`src/rtl/i2s_tx_pkg.sv`:
```
package i2s_tx_pkg;

  typedef enum logic [1:0] {
    SW_8   = 2'b00,
    SW_16  = 2'b01,
    SW_RSV = 2'b10,
    SW_32  = 2'b11
  } samp_w_e;

endpackage

```
`src/rtl/i2s_tx_fifo.sv`:
```
module i2s_tx_fifo #(
  parameter int DEPTH = 8,
  parameter int WIDTH = 32,
  parameter int LVL_W = $clog2(DEPTH + 1)
) (
  input  logic             clk,
  input  logic             arst_n,
  input  logic             push,
  input  logic [WIDTH-1:0] din,
  input  logic             pop,
  output logic [WIDTH-1:0] head,
  output logic [LVL_W-1:0] level,
  output logic             full,
  output logic             empty
);
  localparam int PW = (DEPTH > 1) ? $clog2(DEPTH) : 1;

  logic [WIDTH-1:0] mem [DEPTH];
  logic [PW-1:0]    wr_q, rd_q;
  logic [LVL_W-1:0] cnt_q;

  function automatic logic [PW-1:0] nxt(input logic [PW-1:0] p);
    return (p == PW'(DEPTH - 1)) ? '0 : p + PW'(1);
  endfunction

  always_ff @(posedge clk) begin
    if (push) mem[wr_q] <= din;
  end

  always_ff @(posedge clk or negedge arst_n) begin
    if (!arst_n) begin
      wr_q  <= '0;
      rd_q  <= '0;
      cnt_q <= '0;
    end else begin
      if (push) wr_q <= nxt(wr_q);
      if (pop)  rd_q <= nxt(rd_q);
      case ({push, pop})
        2'b10:   cnt_q <= cnt_q + LVL_W'(1);
        2'b01:   cnt_q <= cnt_q - LVL_W'(1);
        default: cnt_q <= cnt_q;
      endcase
    end
  end

  assign head  = mem[rd_q];
  assign level = cnt_q;
  assign full  = (cnt_q == LVL_W'(DEPTH));
  assign empty = (cnt_q == '0);

endmodule

```
`src/rtl/i2s_tx_wsgen.sv`:
```
module i2s_tx_wsgen #(
  parameter int HALF_W = 9
) (
  input  logic              clk,
  input  logic              arst_n,
  input  logic              tick,
  input  logic              slave,
  input  logic [HALF_W-1:0] half,
  input  logic              ws_in,
  output logic              ws_o,
  output logic              ev_o,
  output logic              chan_o
);
  logic [HALF_W-1:0] cnt_q;
  logic              ws_q;
  logic              wrap;

  assign wrap = (cnt_q >= half);

  // Slot boundary for this tick and the channel it opens
  always_comb begin
    if (slave) begin
      ev_o   = tick && (ws_in != ws_q);
      chan_o = ws_in;
    end else begin
      ev_o   = tick && wrap;
      chan_o = ~ws_q;
    end
  end

  always_ff @(posedge clk or negedge arst_n) begin
    if (!arst_n) begin
      cnt_q <= '0;
      ws_q  <= 1'b0;
    end else if (tick) begin
      if (slave) begin
        ws_q  <= ws_in;
        cnt_q <= '0;
      end else if (wrap) begin
        ws_q  <= ~ws_q;
        cnt_q <= '0;
      end else begin
        cnt_q <= cnt_q + HALF_W'(1);
      end
    end
  end

  assign ws_o = ws_q;

endmodule

```
`src/rtl/i2s_tx_serializer.sv`:
```
module i2s_tx_serializer
  import i2s_tx_pkg::*;
#(
  parameter int WORD_W = 32
) (
  input  logic              clk,
  input  logic              arst_n,
  input  logic              tick,
  input  logic              ev,
  input  logic              chan,
  input  logic              stop,
  input  logic              mono,
  input  logic [1:0]        width,
  input  logic [WORD_W-1:0] head,
  input  logic              empty,
  output logic              pop,
  output logic              sd_o
);
  localparam int SUB_W = $clog2(WORD_W / 8);

  logic [SUB_W-1:0]  sub_q, last_sub;
  logic [WORD_W-1:0] shreg_q, held_q, fetched, load_w;
  logic              take, sd_q;

  // Pick the current sample out of the head word, left-aligned
  always_comb begin
    case (width)
      SW_8: begin
        fetched  = {head[8*sub_q +: 8], {(WORD_W-8){1'b0}}};
        last_sub = SUB_W'(WORD_W / 8 - 1);
      end
      SW_16: begin
        fetched  = {head[16*sub_q[SUB_W-2:0] +: 16], {(WORD_W-16){1'b0}}};
        last_sub = SUB_W'(WORD_W / 16 - 1);
      end
      default: begin
        fetched  = head;
        last_sub = '0;
      end
    endcase
  end

  assign take = ev && !stop && !empty && (!mono || !chan);
  assign pop  = take && (sub_q >= last_sub);

  always_comb begin
    if (stop)              load_w = '0;
    else if (mono && chan) load_w = held_q;
    else if (take)         load_w = fetched;
    else                   load_w = '0;
  end

  always_ff @(posedge clk or negedge arst_n) begin
    if (!arst_n) begin
      sub_q   <= '0;
      held_q  <= '0;
      shreg_q <= '0;
      sd_q    <= 1'b0;
    end else begin
      if (take) sub_q <= pop ? '0 : sub_q + SUB_W'(1);
      if (ev && mono && !chan) held_q <= take ? fetched : '0;
      if (tick) begin
        sd_q    <= stop ? 1'b0 : shreg_q[WORD_W-1];
        shreg_q <= ev ? load_w : {shreg_q[WORD_W-2:0], 1'b0};
      end
    end
  end

  assign sd_o = sd_q;

endmodule

```
`src/rtl/i2s_tx_core.sv`:
```
module i2s_tx_core #(
  parameter int DEPTH  = 8,
  parameter int WORD_W = 32,
  parameter int HALF_W = 9,
  parameter int LVL_W  = $clog2(DEPTH + 1)
) (
  input  logic              clk,
  input  logic              rst_n,
  input  logic [1:0]        cfg_width,
  input  logic              cfg_mono,
  input  logic              cfg_stop,
  input  logic              cfg_chan_rst,
  input  logic              cfg_slave,
  input  logic [HALF_W-1:0] cfg_ws_half,
  input  logic [LVL_W-1:0]  cfg_irq_lvl,
  input  logic [LVL_W-1:0]  cfg_dma1_lvl,
  input  logic [LVL_W-1:0]  cfg_dma2_lvl,
  input  logic [WORD_W-1:0] in_data,
  input  logic              in_valid,
  output logic              in_ready,
  input  logic              bit_tick,
  input  logic              ws_in,
  output logic              ws_out,
  output logic              sd_out,
  output logic              irq,
  output logic              dma_req1,
  output logic              dma_req2,
  output logic [LVL_W-1:0]  fifo_level
);
  logic              arst_n;
  logic              push, pop, full, empty;
  logic              ev, chan;
  logic [WORD_W-1:0] head;

  assign arst_n   = rst_n & ~cfg_chan_rst;
  assign in_ready = !cfg_stop && !full;
  assign push     = in_valid && in_ready;

  i2s_tx_fifo #(.DEPTH(DEPTH), .WIDTH(WORD_W), .LVL_W(LVL_W)) fifo_i (
    .clk(clk), .arst_n(arst_n), .push(push), .din(in_data), .pop(pop),
    .head(head), .level(fifo_level), .full(full), .empty(empty)
  );

  i2s_tx_wsgen #(.HALF_W(HALF_W)) wsgen_i (
    .clk(clk), .arst_n(arst_n), .tick(bit_tick), .slave(cfg_slave),
    .half(cfg_ws_half), .ws_in(ws_in), .ws_o(ws_out), .ev_o(ev), .chan_o(chan)
  );

  i2s_tx_serializer #(.WORD_W(WORD_W)) ser_i (
    .clk(clk), .arst_n(arst_n), .tick(bit_tick), .ev(ev), .chan(chan),
    .stop(cfg_stop), .mono(cfg_mono), .width(cfg_width), .head(head),
    .empty(empty), .pop(pop), .sd_o(sd_out)
  );

  assign irq      = (fifo_level <= cfg_irq_lvl);
  assign dma_req1 = (fifo_level <= cfg_dma1_lvl);
  assign dma_req2 = (fifo_level <= cfg_dma2_lvl);

endmodule

```
`config.mk`:
```
export PLATFORM = sky130hd
export DESIGN_NAME = i2s_tx_core
export DESIGN_NICKNAME = d
export VERILOG_FILES = /design/src/rtl/i2s_tx_pkg.sv /design/src/rtl/i2s_tx_fifo.sv /design/src/rtl/i2s_tx_wsgen.sv /design/src/rtl/i2s_tx_serializer.sv /design/src/rtl/i2s_tx_core.sv
export SDC_FILE = /design/constraint.sdc
export NUM_CORES = 1
export LEC_CHECK = 0
export ABC_CLOCK_PERIOD_IN_PS = 8950
export CAP_MARGIN = 40
export CORE_UTILIZATION = 55
export CTS_CLUSTER_DIAMETER = 100
export DETAILED_ROUTE_END_ITERATION = 10
export GPL_ROUTABILITY_DRIVEN = 0
export PLACE_DENSITY = 0.77
export SKIP_LAST_GASP = 1
export SLEW_MARGIN = 20
export SYNTH_ARGS = -nofsm -noshare
export SYNTH_HDL_FRONTEND = slang
export SYNTH_HIERARCHICAL = 1
export SYNTH_SLANG_ARGS = --single-unit
```
`constraint.sdc`:
```
create_clock -name clk -period 8.95 [get_ports clk]
set_input_delay 1.79 -clock clk [delete_from_list [all_inputs] [get_ports clk]]
set_output_delay 1.79 -clock clk [all_outputs]
set_load 0.03 [all_outputs]
```
==> results of run 1 <==
-- power breakdown --
group	internal [mW]	switching, mW	total (mW)
logic	0.653	0.705	1.36
registers	1.87	0.146	2.02
clock network	0.828	0.587	1.42
-- routing by layer --
layer	vias up	share of wire (%)
met5	-	0
met4	0	2.2
met3	45	6.4
met2	261	48
met1	4271	43
li1	3811	-
-- how the worst max path moves through the flow --
stage                               from               to  depth (start not counted)  slack (ns)
after floorplan             cfg_chan_rst  fifo_i/level[0]                          1        1.73
after detailed placement  cfg_ws_half[6]  fifo_i/level[2]                         19        2.40
after CTS                 cfg_ws_half[6]  fifo_i/level[2]                         19        2.92
after global routing      cfg_ws_half[6]  fifo_i/level[2]                         19        2.95
after global placement    cfg_ws_half[6]  fifo_i/level[2]                         19        2.53
final                     cfg_ws_half[6]  fifo_i/level[2]                         19        3.31
-- Yosys cell counts, types with 2 or more instances --
cell type,instances,area [um2]
edfxtp_1,256,7687
dfrtp_1,87,2177
mux4_2,61,1374
nor2_1,54,202.7
a21oi_1,53,265.3
mux2_2,49,551.8
nand2b_1,37,231.5
ha_1,31,387.9
nand2_1,30,112.6
clkbuf_1,26,97.59
inv_1,25,93.84
o21ai_0,20,100.1
a221o_1,19,190.2
o31ai_1,19,142.6
a22o_1,17,148.9
buf_2,12,60.06
buf_6,11,123.9
nor2b_1,10,62.56
a22oi_1,8,60.06
nand3b_1,8,60.06
a31oi_1,7,43.79
o21ai_1,7,35.03
nor3_1,6,30.03
o21a_1,6,45.04
xor2_1,6,52.55
nand4_1,5,31.28
xnor2_1,5,43.79
a21o_1,4,30.03
mux2i_1,4,40.04
a222oi_1,3,30.03
and2_1,3,18.77
mux4_1,3,78.83
nand3_1,3,15.01
o22ai_1,3,18.77
o32ai_1,3,26.28
or3_1,3,18.77
and3_1,2,12.51
buf_1,2,7.510
nor3_4,2,32.53
nor3b_1,2,15.01
nor4_1,2,12.51
o2bb2ai_1,2,17.52
-- critical path, cell delays in order --
cell	delay (ns)
clkdlybuf4s50_1	0.45
inv_1	0.04
ha_1	0.30
nand4_1	0.12
nor2_1	0.12
a211o_1	0.38
nand2_1	0.15
a21oi_2	0.16
buf_4	0.30
nand2b_1	0.18
or3_1	0.42
nor2_1	0.45
ha_1	0.35
xor2_1	0.10
ha_1	0.19
a21oi_1	0.14
xor2_1	0.15
nor2_1	0.06
xor2_1	0.14
-- cell usage in the layout (no fill, tap or decap), drive strengths merged, types with 7 or more instances in the layout --
cell and instances:
edfxtp 256, dfrtp 87, clkdlybuf4s50 72, mux4 64
nor2 54, a21oi 53, mux2 49, clkbuf 44
nand2b 37, ha 31, nand2 30, o21ai 27
inv 26, buf 21, a221o 19, o31ai 19
clkinv 18, a22o 17, nor2b 10, nor3 9
nand3b 8, a22oi 8, a31oi 7
-- registers in the layout (all words and copies together) (netlist names), 2 cells and up --
| name | cells |
|---|---|
| ser_i/sub_q | 2 |
| wsgen_i/cnt_q | 9 |
| fifo_i/wr_q | 3 |
| ser_i/held_q | 32 |
| fifo_i/mem | 256 |
| ser_i/shreg_q | 32 |
| fifo_i/rd_q | 3 |
| fifo_i/level | 4 |
-- cells by family after synthesis --
group / after synthesis / share of synthesized area, %
AND/OR/NAND/NOR: 174 / 6.133
multiplexers: 117 / 13.71
flip-flops: 343 / 66.14
adder cells (fa/ha/maj): 31 / 2.601
AO/OA/AOI/OAI: 177 / 8.121
XOR/XNOR: 11 / 0.6460
buffers and inverters: 79 / 2.651
-- layout make-up --
| type | instances | area, um2 | area share (%) |
|---|---|---|---|
| clock buffers | 44 | 962.2 | 5.601 |
| clock inverters | 20 | 181.4 | 1.056 |
| well taps | 335 | 419.2 | 2.440 |
| inverters | 27 | 101.3 | 0.5900 |
| multi-input cells | 510 | 4721 | 27.48 |
| repair buffers | 93 | 923.4 | 5.375 |
| flip-flops and latches | 343 | 9869 | 57.46 |
==> results.py, run 1 <==
metrics = {
    "status": {
        "outcome": "complete, no violations",
    },
    "routing": {
        "finalWirelength_um": 29260,
        "postRouteAntennaNets": 0,
        "drc_errors": 0,
        "via_count": 8388,
        "routedWlPerCell_um": 21.33,
        "avgViaCountPerCell": 6.114,
        "firstDrtPassIters": 5,
        "drtIter0Drc": 798,
    },
    "synthesis": {
        "synthArstFlopShare_pct": 25.36,
        "synth_area_per_cell_um2": 16.00,
        "ys.flop_type": "edfxtp_1",
        "synthCells": 932,
        "synth-seq-cells": 343,
        "syn_area_um2": 14910,
        "synthDistinctLibCells": 58,
        "synth_edf_count": 256,
        "syn_nets": 1027,
        "yosys_warnings": 6,
        "ys_seq_area_share_pct": 66.14,
    },
    "placed_design": {
        "dpl.hpwl_um": 17150,
        "dp_slack_ns": 2.404,
        "dpl_cell_area_um2": 16020,
        "portBuffers": 73,
        "post-place-cells": 1307,
    },
    "min_path": {
        "hold_path_depth": 2,
        "min_to": "ser_i/held_q[17]",
        "min_path_type": "reg2reg",
        "min_from": "ser_i/held_q[17]",
    },
    "setup_path": {
        "r2r_slack_ns": 4.63,
        "endpoint_kind": "flip-flop",
        "path_class": "in2reg",
        "start_kind": "input port",
        "path_max_fanout": 35,
        "cp.arrival_ns": 6.02,
        "reg2reg_to": "fifo_i/level[2]",
        "r2r_start": "wsgen_i/cnt_q[6]",
        "reg2regPathDepth": 17,
        "cp.required_ns": 9.33,
    },
    "sta": {
        "min_period_ns": 5.636,
        "fin_ws_ns": 3.314,
        "setup_viol": 0,
        "fin_crit_sh_pct": 62.98,
        "hold_violations": 0,
        "finClkSkew_ns": 0.01975,
        "worstMarginPinSlew_ns": 0.7771,
        "slew_headroom_pct": 48.20,
        "rsz0062_at_grt": "no",
        "whs_ns": 0.4753,
        "setup_tns_ns": 0,
        "fmax_mhz": 177.4,
        "drv_slew": 0,
    },
    "clock_network": {
        "path_clk_slew_ns": 0.06,
        "cts_hold_buffers": 0,
        "cts.repair.resized": 0,
        "cts_buffers": 36,
        "postCtsSetupBuffers": 0,
        "clk_path_buf_depth": 3,
        "htreeDepth": 2,
        "clockRootBuffer": "clkbuf_16",
        "cts.sinks": 343,
        "clock_latency_ns": 0.53,
        "cts_tree": "done",
    },
    "grt": {
        "grt_max_degree": 84,
        "grt.busiest_layer": "met2",
        "grt_usage_pct": 21.79,
        "antenna_found_initial": 0,
        "use_met3_pct": 3.779,
        "use_met2_pct": 34.97,
        "grtUsageMet1_pct": 30.46,
        "grt_pass1_vias": 8249,
        "grt_pass1_wl_um": 46230,
        "overflow": 0,
    },
    "pwr": {
        "max-vdd-ir-drop_v": 0.0001747,
        "power_mw": 4.793,
        "power_leakage_nw": 6.152,
        "powerDensity_nw_per_um2": 279.0,
    },
    "flow_run": {
        "cap_violations": 0,
    },
    "floorplanning": {
        "coreArea_um2": 26350,
        "rows": 59,
        "die_h_um": 166.7,
        "die_w_um": 166.7,
        "io_pins": 74,
        "initial_core_util_pct": 56.59,
        "dieArea_um2": 27780,
    },
    "layout": {
        "n_antenna_cell": 0,
        "fill_cells": 1843,
        "fin_cells": 1372,
        "final_area_um2": 17180,
        "area_growth_pct": 15.18,
        "fin_nets": 1106,
        "drive_gt1_share_pct": 19.29,
        "post-route-util_pct": 65.18,
    },
}
Note: power is estimated with default switching activity, not from simulation.
==> inputs of run 2 (changes only) <==
--- a/config.mk
+++ b/config.mk
@@ -5,13 +5,13 @@
 export SDC_FILE = /design/constraint.sdc
 export NUM_CORES = 1
 export LEC_CHECK = 0
-export ABC_CLOCK_PERIOD_IN_PS = 8950
+export ABC_CLOCK_PERIOD_IN_PS = 5030
 export CAP_MARGIN = 40
-export CORE_UTILIZATION = 55
+export CORE_UTILIZATION = 54
 export CTS_CLUSTER_DIAMETER = 100
 export DETAILED_ROUTE_END_ITERATION = 10
 export GPL_ROUTABILITY_DRIVEN = 0
-export PLACE_DENSITY = 0.77
+export PLACE_DENSITY = 0.79
 export SKIP_LAST_GASP = 1
 export SLEW_MARGIN = 20
 export SYNTH_ARGS = -nofsm -noshare
==> constraint.sdc (replaced) <==
create_clock -name clk -period 5.03 [get_ports clk]
set_input_delay 1.006 -clock clk [delete_from_list [all_inputs] [get_ports clk]]
set_output_delay 1.006 -clock clk [all_outputs]
set_load 0.03 [all_outputs]
==> results.py, run 2 (synthesis results as in run 1) <==
metrics = {
    "status": {
        "outcome": "complete, no violations",
    },
    "grt": {
        "grt_usage_pct": 22.75,
        "overflow": 0,
        "grt_pass1_wl_um": 48830,
        "grt_pass1_vias": 8713,
        "antenna_found_initial": 0,
        "grt_max_degree": 83,
    },
    "floorplanning": {
        "die_h_um": 168.2,
        "io_pins": 74,
        "initial_core_util_pct": 55.19,
        "dieArea_um2": 28290,
        "coreArea_um2": 27030,
        "rows": 60,
        "die_w_um": 168.2,
    },
    "setup_path": {
        "critPathMaxStageDelay_ns": 0.45,
        "r2r_slack_ns": 1.58,
        "reg2reg_to": "fifo_i/level[2]",
        "cp_cell_sequence": "clkdlybuf4s50_1 > inv_1 > ha_1 > nand4_1 > nor2_1 > a211o_1 > nand2_1 > a21oi_2 > nand2b_1 > or3_1 > nor2_1 > ha_1 > xor2_1 > ha_1 > a21oi_1 > xor2_1 > nor2_1 > xor2_1",
        "path_max_fanout": 5,
        "r2r_start": "wsgen_i/cnt_q[2]",
        "cp.required_ns": 5.42,
        "path_class": "in2reg",
        "critPathBufInv": 2,
        "reg2regPathDepth": 16,
        "crit_family": "simple AND/OR/NAND/NOR gates",
        "endpoint_kind": "flip-flop",
        "critical_path_depth": 18,
        "start_kind": "input port",
        "crit_path_top_delay_cell": "clkdlybuf4s50_1",
        "cp.arrival_ns": 4.38,
    },
    "layout": {
        "area_growth_pct": 15.57,
        "largest_reg_flops": 256,
        "post-route-util_pct": 63.78,
        "regMostFlops": "fifo_i/mem",
        "drive_gt1_share_pct": 20.04,
        "n_antenna_cell": 0,
        "final_common_cell": "edfxtp_1",
        "fin_nets": 1118,
        "reg_top3": "fifo_i/mem: 256 flops, ser_i/held_q: 32 flops, ser_i/shreg_q: 32 flops",
        "layout_common_cells": "edfxtp_1 (256), dfrtp_1 (85), clkdlybuf4s50_1 (72)",
        "fill_cells": 1899,
    },
    "pwr": {
        "netSwitchingFraction_pct": 30.51,
        "switching_power_mw": 2.603,
        "max-vdd-ir-drop_v": 0.0003277,
        "power_mw": 8.530,
        "p_seq_share_pct": 42.6,
        "cell_internal_pwr_mw": 5.927,
        "combPwrFrac_pct": 28.7,
        "p_clk_share_pct": 28.7,
        "powerDensity_nw_per_um2": 494.9,
        "power_leakage_nw": 6.190,
    },
    "sta": {
        "drv_slew": 0,
        "setup_tns_ns": 0,
        "rsz0062_at_grt": "no",
        "setup_viol": 0,
        "slew_headroom_pct": 47.50,
        "hold_violations": 0,
        "fin_crit_sh_pct": 79.26,
        "worstMarginPinSlew_ns": 0.7814,
        "whs_ns": 0.4743,
        "fin_ws_ns": 1.043,
        "fmax_mhz": 250.8,
        "min_period_ns": 3.987,
        "finClkSkew_ns": 0.01876,
    },
    "routing": {
        "finalWirelength_um": 31160,
        "avgViaCountPerCell": 6.096,
        "firstDrtPassIters": 6,
        "drtIter0Drc": 869,
        "via_count": 8467,
        "postRouteAntennaNets": 0,
        "drc_errors": 0,
        "routedWlPerCell_um": 22.43,
    },
    "min_path": {
        "hold_path_depth": 2,
        "min_from": "ser_i/held_q[31]",
        "min_to": "ser_i/held_q[31]",
        "min_path_type": "reg2reg",
    },
    "placed_design": {
        "dpl.hpwl_um": 18560,
        "dp_slack_ns": 0.5386,
        "portBuffers": 73,
    },
    "clock_network": {
        "clock_latency_ns": 0.53,
        "clk_path_buf_depth": 3,
        "htreeDepth": 2,
        "cts.repair.resized": 0,
        "cts_buffers": 35,
        "cts.sinks": 343,
        "clockRootBuffer": "clkbuf_16",
        "cts_hold_buffers": 0,
        "cts_tree": "done",
        "postCtsSetupBuffers": 0,
        "path_clk_slew_ns": 0.06,
    },
    "flow_run": {
        "cap_violations": 0,
    },
}
==> run 2: changes by cell type in the layout (fill, tap and decap cells not counted) <==
cell,previous run,this run
buf_4,16,29
clkbuf_1,6,11
clkinv_1,10,6
buf_12,1,3
buf_8,2,0
bufinv_16,2,1
clkbuf_16,37,36
clkinv_4,1,0
clkinv_8,1,0
inv_16,0,1
==> run 2: worst max-delay path by stage <==
stage                                from               end  slack [ns]
final                      cfg_ws_half[6]   fifo_i/level[2]        1.04
after global routing       cfg_ws_half[6]   fifo_i/level[2]        0.77
after CTS                 cfg_dma2_lvl[1]          dma_req2        1.06
after detailed placement   cfg_ws_half[6]   fifo_i/level[2]        0.54
after global placement     cfg_ws_half[2]   fifo_i/level[2]        0.63
after floorplan                  cfg_stop  fifo_i/mem[0][0]        0.50
==> run 2: per-stage QoR <==
stage / instance area, um2 / instances
3_3_place_gp: 16080 / 1324
3_5_place_dp: 16130 / 1326
2_1_floorplan: 14920 / 932
6_report: 17240 / 1389
5_1_grt: 17240 / 1389
4_1_cts: 17220 / 1388
==> run 2: power groups by stage <==
stage	clock (mW)	sequential (mW)	combinational, mW
2_1_floorplan	0	3.54	1.79
3_3_place_gp	0	3.73	2.30
3_5_place_dp	0	3.74	2.35
4_1_cts	2.49	3.69	2.39
5_1_grt	2.59	3.68	2.64
6_report	2.45	3.64	2.45
==> run 2: metal layers <==
metal	vias to the layer above	global-route usage, %	wire (um)
met2	283	37.68	15250
met3	63	3.597	1802
li1	3840	-	-
met4	0	6.996	738
met1	4281	31.35	13370
met5	-	0	0
==> run 2: worst register-to-register path, cell delays in order (launching register included) <==
cell	delay (ns)
dfrtp_1	0.44
ha_1	0.32
nand2_1	0.06
o21ai_0	0.17
a211o_1	0.18
nand2_1	0.09
a21oi_2	0.17
nand2b_1	0.16
or3_1	0.36
nor2_1	0.27
ha_1	0.30
xor2_1	0.10
ha_1	0.20
a21oi_1	0.14
xor2_1	0.16
nor2_1	0.06
xor2_1	0.14
==> run 2: layout make-up <==
class                      count  area [um2]  area share, %
tap                          341       426.7          2.475
sequential                   343        9869          57.26
inverter                      27       101.3         0.5880
clock buffer                  48       955.9          5.546
clock inverter                14       131.4         0.7622
timing repair buffer         106        1031          5.981
multi-input combinational    510        4721          27.39
